==> config.mk <==
export PLATFORM = sky130hd
export DESIGN_NAME = sar_seq
export DESIGN_NICKNAME = d
export VERILOG_FILES = /design/src/rtl/sar_pkg.sv /design/src/rtl/sar_ctrl_reg.sv /design/src/rtl/sar_tick_gen.sv /design/src/rtl/sar_conv_core.sv /design/src/rtl/sar_seq.sv
export SDC_FILE = /design/constraint.sdc
export NUM_CORES = 1
export LEC_CHECK = 0
export BUFFER_PORTS_ARGS = -buffer_cell sky130_fd_sc_hd__buf_4
export CAP_MARGIN = 20
export CELL_PAD_IN_SITES_DETAIL_PLACEMENT = 0
export CELL_PAD_IN_SITES_GLOBAL_PLACEMENT = 1
export CORE_ASPECT_RATIO = 1.4
export CORE_MARGIN = 1.5
export CORE_UTILIZATION = 33
export DETAILED_ROUTE_END_ITERATION = 8
export PLACE_DENSITY = 0.74
export SLEW_MARGIN = 30
export SYNTH_ARGS = -nofsm -noshare
export SYNTH_HDL_FRONTEND = slang
export SYNTH_SLANG_ARGS = --single-unit
export TNS_END_PERCENT = 5
==> constraint.sdc <==
create_clock -name clk -period 2 [get_ports clk]
set_input_delay 0.3 -clock clk [delete_from_list [all_inputs] [get_ports clk]]
set_output_delay 0.3 -clock clk [all_outputs]
set_load 0.02 [all_outputs]
==> src/rtl/sar_pkg.sv <==
package sar_pkg;
  typedef enum logic [1:0] {PH_IDLE, PH_SAMPLE, PH_CONV} phase_t;

  typedef struct packed {
    logic       busy;
    logic       en;
    logic [1:0] rsvd;
    logic [1:0] clk_sel;
    logic [1:0] chan;
  } ctrl_t;

  localparam logic [1:0] CLK_SEL_OSC = 2'b11;
  localparam logic [1:0] CHAN_REF    = 2'b11;
endpackage

==> src/rtl/sar_ctrl_reg.sv <==
module sar_ctrl_reg
  import sar_pkg::*;
(
  input  logic       clk,
  input  logic       rst_n,
  input  logic       wr_en,
  input  logic [7:0] wr_data,
  input  logic       finish,
  output ctrl_t      ctrl,
  output logic       start,
  output logic       abort
);
  ctrl_t wv;
  logic  wr_unused;

  assign wv        = ctrl_t'(wr_data);
  assign wr_unused = ^wv.rsvd;

  always_comb begin
    start = wr_en & ~ctrl.busy & wv.busy & wv.en & ctrl.en;
    abort = wr_en & ctrl.busy & (~wv.busy | ~wv.en);
  end

  always_ff @(posedge clk) begin
    if (!rst_n) begin
      ctrl.busy    <= 1'b0;
      ctrl.en      <= 1'b0;
      ctrl.rsvd    <= 2'b00;
      ctrl.clk_sel <= 2'b00;
      ctrl.chan    <= CHAN_REF;
    end else begin
      if (wr_en) begin
        ctrl.en      <= wv.en;
        ctrl.clk_sel <= wv.clk_sel;
        ctrl.chan    <= wv.chan;
      end
      if (start)               ctrl.busy <= 1'b1;
      else if (abort | finish) ctrl.busy <= 1'b0;
    end
  end

  assert_busy_needs_en_R2: assert property (@(posedge clk) disable iff (!rst_n)
    $rose(ctrl.busy) |-> $past(ctrl.en));

  assert_en_off_idle_R2: assert property (@(posedge clk) disable iff (!rst_n)
    !ctrl.en |-> !ctrl.busy);
endmodule

==> src/rtl/sar_tick_gen.sv <==
module sar_tick_gen #(
  parameter int BASE_DIV = 16,
  parameter int OSC_DIV  = 4
) (
  input  logic       clk,
  input  logic       rst_n,
  input  logic       run,
  input  logic       restart,
  input  logic [1:0] sel,
  input  logic       osc_tick,
  output logic       tick
);
  localparam int MAX_DIV = (BASE_DIV > OSC_DIV) ? BASE_DIV : OSC_DIV;
  localparam int CNT_W   = $clog2(MAX_DIV) + 1;

  logic [CNT_W-1:0] cnt;
  logic [CNT_W-1:0] lim;
  logic             step;

  always_comb begin
    if (sel == sar_pkg::CLK_SEL_OSC) begin
      lim  = CNT_W'(OSC_DIV - 1);
      step = osc_tick;
    end else begin
      lim  = CNT_W'((BASE_DIV >> sel) - 1);
      step = 1'b1;
    end
    tick = run & step & (cnt >= lim);
  end

  always_ff @(posedge clk) begin
    if (!rst_n || !run || restart) cnt <= '0;
    else if (step)                 cnt <= tick ? '0 : cnt + 1'b1;
  end

  assert_tick_spacing_R7: assert property (@(posedge clk) disable iff (!rst_n)
    (run && $past(run) && $past(tick)) |-> !tick);
endmodule

==> src/rtl/sar_conv_core.sv <==
module sar_conv_core
  import sar_pkg::*;
#(
  parameter int RES_W        = 8,
  parameter int SAMPLE_TICKS = 2
) (
  input  logic             clk,
  input  logic             rst_n,
  input  logic             start,
  input  logic             abort,
  input  logic             tick,
  input  logic             cmp_hi,
  output logic [RES_W-1:0] result,
  output logic [RES_W-1:0] dac_code,
  output logic             finish,
  output logic             sampling
);
  localparam int SC_W = $clog2(SAMPLE_TICKS + 1);

  phase_t          phase;
  logic [SC_W-1:0] scnt;
  logic [RES_W:0]  chain;
  logic [RES_W:0]  mark;
  logic [RES_W:0]  nxt;

  always_comb begin
    mark     = chain & (~chain + 1'b1);
    nxt      = (cmp_hi ? chain : (chain & ~mark)) | (mark >> 1);
    finish   = (phase == PH_CONV) & tick & ~abort & nxt[0];
    result   = chain[RES_W:1];
    sampling = (phase == PH_SAMPLE);
    dac_code = (phase == PH_CONV) ? result : '0;
  end

  always_ff @(posedge clk) begin
    if (!rst_n) begin
      phase <= PH_IDLE;
      scnt  <= '0;
      chain <= '0;
    end else if (abort) begin
      phase <= PH_IDLE;
    end else begin
      case (phase)
        PH_IDLE: if (start) begin
          phase <= PH_SAMPLE;
          scnt  <= '0;
        end
        PH_SAMPLE: if (tick) begin
          if (scnt == SC_W'(SAMPLE_TICKS - 1)) begin
            chain <= {1'b1, {RES_W{1'b0}}};
            phase <= PH_CONV;
          end else begin
            scnt <= scnt + 1'b1;
          end
        end
        PH_CONV: if (tick) begin
          chain <= {nxt[RES_W:1], 1'b0};
          if (nxt[0]) phase <= PH_IDLE;
        end
        default: phase <= PH_IDLE;
      endcase
    end
  end

  assert_marker_present_R3: assert property (@(posedge clk) disable iff (!rst_n)
    (phase == PH_CONV) |-> (result != '0));

  assert_sample_clear_R3: assert property (@(posedge clk) disable iff (!rst_n)
    (phase == PH_CONV && $past(phase) == PH_SAMPLE) |-> (result == {1'b1, {(RES_W-1){1'b0}}}));

  assert_abort_freeze_R6: assert property (@(posedge clk) disable iff (!rst_n)
    $past(abort) |-> (chain == $past(chain)));

  assert_finish_single_R5: assert property (@(posedge clk) disable iff (!rst_n)
    finish |=> !finish);
endmodule

==> src/rtl/sar_seq.sv <==
module sar_seq
  import sar_pkg::*;
#(
  parameter int RES_W        = 8,
  parameter int SAMPLE_TICKS = 2,
  parameter int BASE_DIV     = 16,
  parameter int OSC_DIV      = 4
) (
  input  logic             clk,
  input  logic             rst_n,
  input  logic             osc_tick,
  input  logic             wr_en,
  input  logic [7:0]       wr_data,
  output logic [7:0]       ctrl_q,
  output logic [RES_W-1:0] result_q,
  output logic [RES_W-1:0] dac_code,
  input  logic             cmp_hi,
  output logic [1:0]       chan_sel,
  output logic             adc_on,
  output logic             sampling,
  output logic             done_pulse
);
  ctrl_t ctrl;
  logic  start, abort, finish, tick;

  sar_ctrl_reg u_ctrl (
    .clk(clk), .rst_n(rst_n), .wr_en(wr_en), .wr_data(wr_data),
    .finish(finish), .ctrl(ctrl), .start(start), .abort(abort)
  );

  sar_tick_gen #(.BASE_DIV(BASE_DIV), .OSC_DIV(OSC_DIV)) u_tick (
    .clk(clk), .rst_n(rst_n), .run(ctrl.busy), .restart(start),
    .sel(ctrl.clk_sel), .osc_tick(osc_tick), .tick(tick)
  );

  sar_conv_core #(.RES_W(RES_W), .SAMPLE_TICKS(SAMPLE_TICKS)) u_core (
    .clk(clk), .rst_n(rst_n), .start(start), .abort(abort), .tick(tick),
    .cmp_hi(cmp_hi), .result(result_q), .dac_code(dac_code),
    .finish(finish), .sampling(sampling)
  );

  always_ff @(posedge clk) begin
    if (!rst_n) done_pulse <= 1'b0;
    else        done_pulse <= finish;
  end

  assign ctrl_q   = ctrl;
  assign chan_sel = ctrl.chan;
  assign adc_on   = ctrl.en;

  assert_done_after_busy_R5: assert property (@(posedge clk) disable iff (!rst_n)
    done_pulse |-> (!ctrl.busy && $past(ctrl.busy)));

  assert_done_one_cycle_R5: assert property (@(posedge clk) disable iff (!rst_n)
    done_pulse |=> !done_pulse);
endmodule

* Yosys cells after proc, flatten, opt, wreduce, memory -nomap -nowiden
Index checks and enable logic that the tools add are counted.
** Cells by class
- Add/sub/neg operators :: 4
- Equal/unequal tests :: 10
- Bitwise gates (word level) :: 23
- Mux-type cells :: 21
- Magnitude comparators :: 1
- Shift-type cells :: 1
- Reductions and logical operators :: 12
** Operators by type and width (number)
- 2-to-1 mux 9 bit :: 4
- bitwise AND 9 bit :: 2
- NOT 9 bit :: 2
- one-hot mux 9 bit (2 select lines) :: 1
- 2-to-1 mux 2 bit :: 8
- AND reduction 5 bit :: 3
- bitwise AND 1 bit :: 11
- 2-to-1 mux 5 bit :: 2
- adder 9 x 1 -> 9 bit, second input constant :: 1
- bitwise OR 9 x 8 -> 9 bit :: 1
- 2-to-1 mux 8 bit :: 1
- inequality test 2 x 1 -> 1 bit, second input constant :: 4
- one-hot mux 2 bit (3 select lines) :: 1
- nonzero test 2 bit :: 3
- adder 5 x 1 -> 5 bit, second input constant :: 1
- >= comparator 5 bit :: 1
- NOT 1 bit :: 5
- right shift 5 x 2 -> 5 bit, first input constant :: 1
- subtractor 5 x 2 -> 5 bit, second input constant :: 1
- equality test 2 x 1 -> 1 bit, second input constant :: 2
- equality test 2 bit, second input constant :: 2
- inequality test 2 bit, second input constant :: 2
- one-hot mux 2 bit (2 select lines) :: 1
- 2-to-1 mux 1 bit :: 3
- 6 further kinds :: 9
** Word-level totals
- Input port bits :: 13
- Output and inout port bits :: 29
- Flip-flop bits (word level) :: 25

* Logic depth before layout (Yosys ltp)
- Word-level depth :: 11
- Depth in mapped cells :: 8
- Depth with buffers taken out :: 7

* Hierarchy
From an unflattened synthesis, not the netlist that was laid out.
** Unflattened totals
- Cell total of the unflattened synthesis :: 181
- Area total of the unflattened synthesis :: 1480.2 sq um
** Modules (own cells, without submodules)
- sar_conv_core :: times used 1, area each 739.5 sq um, sequential area each 240.2 sq um, cells each 96
- sar_tick_gen :: times used 1, area each 406.6 sq um, sequential area each 100.1 sq um, cells each 53
- sar_ctrl_reg :: times used 1, area each 285.3 sq um, sequential area each 120.1 sq um, cells each 27
- sar_seq :: times used 1, area each 48.8 sq um, sequential area each 20.0 sq um, cells each 5

* Least setup slack after synthesis
No wires, ideal clock.
- Path kind :: register to register
- Start point :: register, netlist name u_ctrl.ctrl[3]
- End point :: register, netlist name u_ctrl.ctrl[7]
- Arrival :: 1.867 ns
- Slack :: 0.017 ns
- Buffers on the path :: 0
- Stages on the path, launching flop included :: 8
- Data required time :: 1.884 ns
- Cells stage by stage :: dfxtp_1 -> or2_2 -> ha_1 -> o211ai_1 -> o21ai_1 -> and2b_1 -> nand2_1 -> a41o_1
** On the way
- Cells in the longest elaborated chain, start to end :: 10
- Elaborated cells between the ends (all ways) :: 13
** Ends and longest elaborated chain
- right shift 5 x 2 -> 5 bit :: line sar_tick_gen.sv:25 : lim = CNT_W'((BASE_DIV >> sel) - 1);
- subtractor 5 x 2 -> 5 bit :: line sar_tick_gen.sv:25
- 2-to-1 mux 5 bit :: line sar_tick_gen.sv:21 : if (sel == sar_pkg::CLK_SEL_OSC) begin
- >= comparator 5 bit :: line sar_tick_gen.sv:28 : tick = run & step & (cnt >= lim);
- bitwise AND 1 bit (*) :: line sar_tick_gen.sv:28
- bitwise AND 1 bit (*) (3 in a row) :: line sar_conv_core.sv:29 : finish = (phase == PH_CONV) & tick & ~abort & nxt[0];
- bitwise OR 1 bit (*) :: line sar_ctrl_reg.sv:38 : else if (abort | finish) ctrl.busy <= 1'b0;
- nonzero test 2 bit (no line) (*)
Mark *: on every way between the ends. The rest lies on a longest branch, timed or not.
A chain may end at the register's enable or synchronous reset.

* Final worst setup path
- Start point :: register, netlist name u_ctrl.ctrl[3]
- End point :: register u_tick.cnt[1]
** On the way
- Cells in the longest elaborated chain, start to end :: 6
- Elaborated cells between the ends (all ways) :: 9
** Ends and longest elaborated chain
- right shift 5 x 2 -> 5 bit :: line sar_tick_gen.sv:25
- subtractor 5 x 2 -> 5 bit :: line sar_tick_gen.sv:25
- 2-to-1 mux 5 bit :: line sar_tick_gen.sv:21
- >= comparator 5 bit :: line sar_tick_gen.sv:28
- bitwise AND 1 bit :: line sar_tick_gen.sv:28
- 2-to-1 mux 5 bit :: line sar_tick_gen.sv:33 : else if (step) cnt <= tick ? '0 : cnt + 1'b1;
- end signal, assigned :: line sar_tick_gen.sv:33
- end, declared :: line sar_tick_gen.sv:16 : logic [CNT_W-1:0] cnt;
Parallel ways exist; a longest one is shown, timed or not.

==> results.ini <==
[detailed_routing]
routedWlPerCell_um = 13.3
drc_errors = 0
antenna_left = 0
firstDrtPassIters = 4
vias = 1300
routed_wl_um = 3310
viasPerCell = 5.22
drt_iter0_drc = 56

[sta]
hold_slack_ns = 0.253
period_minus_slack_ns = 1.93
min_period_over_period_pct = 96.3
fmax_ghz = 0.519
fin_tns_setup_ns = 0
skew_ns = 0.00368
finalHoldViolCount = 0
postLayoutSetupSlackWorst_ns = 0.0742
setup_violations = 0
drv_slew = 0

[synth]
synth-seq-area-share_pct = 33.9
yosys.area_share.simple_pct = 25.3
syn_area_um2 = 1420
yosys_register_bits = 24
synth_compound_area_share_pct = 19.2
synth_cell_type_count = 54
avgSynthCellArea_um2 = 8.54
yosysWarnings = 0
synthCells = 166
synth_xor_area_share_pct = 2.47
synth_fa_ha_area_share_pct = 4.41
synth.mux.area_fraction_pct = 4.94
synth_top_family_by_area = simple AND/OR/NAND/NOR gates
synth-edff-count = 0
async_flop_share_pct = 0
synthFlopType = dfxtp_1

[placed_design]
port_buffers = 37
place_congestion = 0.748
pre_cts_slack_ns = 0.0641
dp_hpwl_um = 2540

[floorplan]
fp.dieW_um = 58.4
die_h_um = 80.6
num_rows = 28
start_util_pct = 34.0
core-area_um2 = 4170
io_pins = 42
dieArea_um2 = 4700

[setup_path]
end_kind = register
crit_type = register to register
path_max_fanout = 6
cp.arrival_ns = 2.12
cp-start-kind = register
required_ns = 2.20

[clock_network]
cts.sinks = 24
cts-root-buf = clkbuf_8
clock_latency_ns = 0.27
clkTransAtPathRegs_ns = 0.08
htreeDepth = 1
postCtsHoldBufs = 0
cts_tree = built
clockBufferDepth = 2
cts_buffers = 3

[grt]
grtUsageTotal_pct = 15.4
grt_pass1_wl_um = 5680
grt_pass1_vias = 1263
grt_start_max_net_pins = 21
antenna_found_initial = 0
gr-total-overflow = 0

[min_path]
min_path_type = primary input to register

[finish]
drive_gt1_share_pct = 31.4
num_antenna_cells = 0
nFillCells = 427
layout.nets = 223
area_growth_pct = 26.7

[power_and_ir_drop]
ir_worst_vdd_uv = 371
power.leakage_nw = 0.796
powerDensity_nw_per_um2 = 512
power.total_mw = 0.920

[run_status]
status = completed

[job]
maxCapViolCount = 0

-- registers in the layout (all words and copies together), names as in the netlist --
register      flops
u_core.scnt       2
u_core.phase      2
done_pulse        1
u_tick.cnt        5
u_core.chain      8
u_ctrl.ctrl       6
-- synthesized netlist by cell type (2+ instances only) --
master	number	area, µm²
nor3_1	3	15.0
o31ai_1	2	15.0
nor2_1	14	52.6
and2_1	4	25.0
nand3_1	5	25.0
buf_4	7	52.6
a21oi_1	4	20.0
nor4_1	2	12.5
nand4_1	4	25.0
xor2_1	3	26.3
nor2b_1	3	18.8
inv_1	8	30.0
buf_6	3	33.8
o22ai_1	2	12.5
nand2_1	20	75.1
o21ai_0	5	25.0
nand3b_1	3	22.5
mux2i_1	7	70.1
dfxtp_1	24	480
a21boi_0	2	15.0
ha_1	5	62.6
conb_1	2	7.51
a21o_1	2	15.0
a31oi_1	2	12.5
-- critical path, stage by stage, from the launching register on --
cell      delay (ns)
dfxtp_2         0.32
or2_2           0.32
ha_4            0.24
o211ai_1        0.08
o21ai_1         0.07
buf_4           0.15
and2b_2         0.23
nand3b_1        0.26
o22ai_1         0.18
-- per-layer routing --
layer,global-route usage [%],up-vias,part of all wire (%)
met2,27.5,39,50
met4,5.12,0,1.3
met3,1.93,5,5.0
met5,0,-,0
met1,18.4,591,43
li1,-,665,-
-- report_power, final --
part | switching (mW) | internal, mW | total (mW) | leakage, nW
Combinational | 0.0583 | 0.0423 | 0.101 | 0.572
Clock | 0.155 | 0.176 | 0.330 | 0.0288
Sequential | 0.00452 | 0.485 | 0.489 | 0.195
Total | 0.217 | 0.703 | 0.920 | 0.796
-- metrics by stage --
stage	util (%)	cell area (µm²)	cells
2_1_floorplan	-	1420	167
3_3_place_gp	41.1	1720	244
3_5_place_dp	41.1	1720	244
4_1_cts	42.5	1770	248
5_1_grt	43.1	1800	249
6_report	43.1	1800	249
-- repair_timing --
action | 4_1_cts | 5_1_grt
gates resized for setup | 0 | 4
setup endpoints to repair | 0 | 8
buffers inserted | 0 | 1
-- logic make-up after synthesis --
| kind of cell | Yosys count |
|---|---|
| AO/OA/AOI/OAI | 35 |
| XOR/XNOR | 4 |
| adder cells (fa/ha/maj) | 5 |
| buffers and inverters | 21 |
| flip-flops | 24 |
| multiplexers | 7 |
| other | 2 |
| AND/OR/NAND/NOR | 68 |
-- worst paths after layout --
path	slack [ns]	start	cells past startpoint	to
min reg2reg	0.49	u_core.scnt[1]	2	u_core.scnt[1]
max	0.07	u_ctrl.ctrl[3]	8	u_tick.cnt[1]
max reg2reg	0.07	u_ctrl.ctrl[3]	8	u_tick.cnt[1]
min	0.25	wr_data[1]	3	u_ctrl.ctrl[1]
-- cell usage in the layout (no fill, tap or decap), types with 3 or more instances in the layout --
| master | n |
|---|---|
| nor2_1 | 14 |
| inv_1 | 8 |
| mux2i_1 | 7 |
| nand3_1 | 5 |
| nand2_1 | 20 |
| ha_1 | 4 |
| nand3b_1 | 3 |
| nand4_1 | 4 |
| clkbuf_8 | 4 |
| a21oi_1 | 3 |
| o21ai_0 | 5 |
| buf_4 | 46 |
| and2_1 | 4 |
| conb_1 | 3 |
| nor2b_1 | 3 |
| nor3_1 | 3 |
| dfxtp_1 | 23 |
| xor2_1 | 3 |
-- final cells by class --
type | instances | area (µm²) | area share [%]
Multi-Input combinational cell | 122 | 828 | 46.1
Sequential cell | 24 | 482 | 26.8
Timing Repair Buffer | 46 | 345 | 19.2
Tap cell | 45 | 56.3 | 3.13
Clock buffer | 4 | 55.1 | 3.06
Inverter | 8 | 30.0 | 1.67
Power figures use the tool's default switching activity.
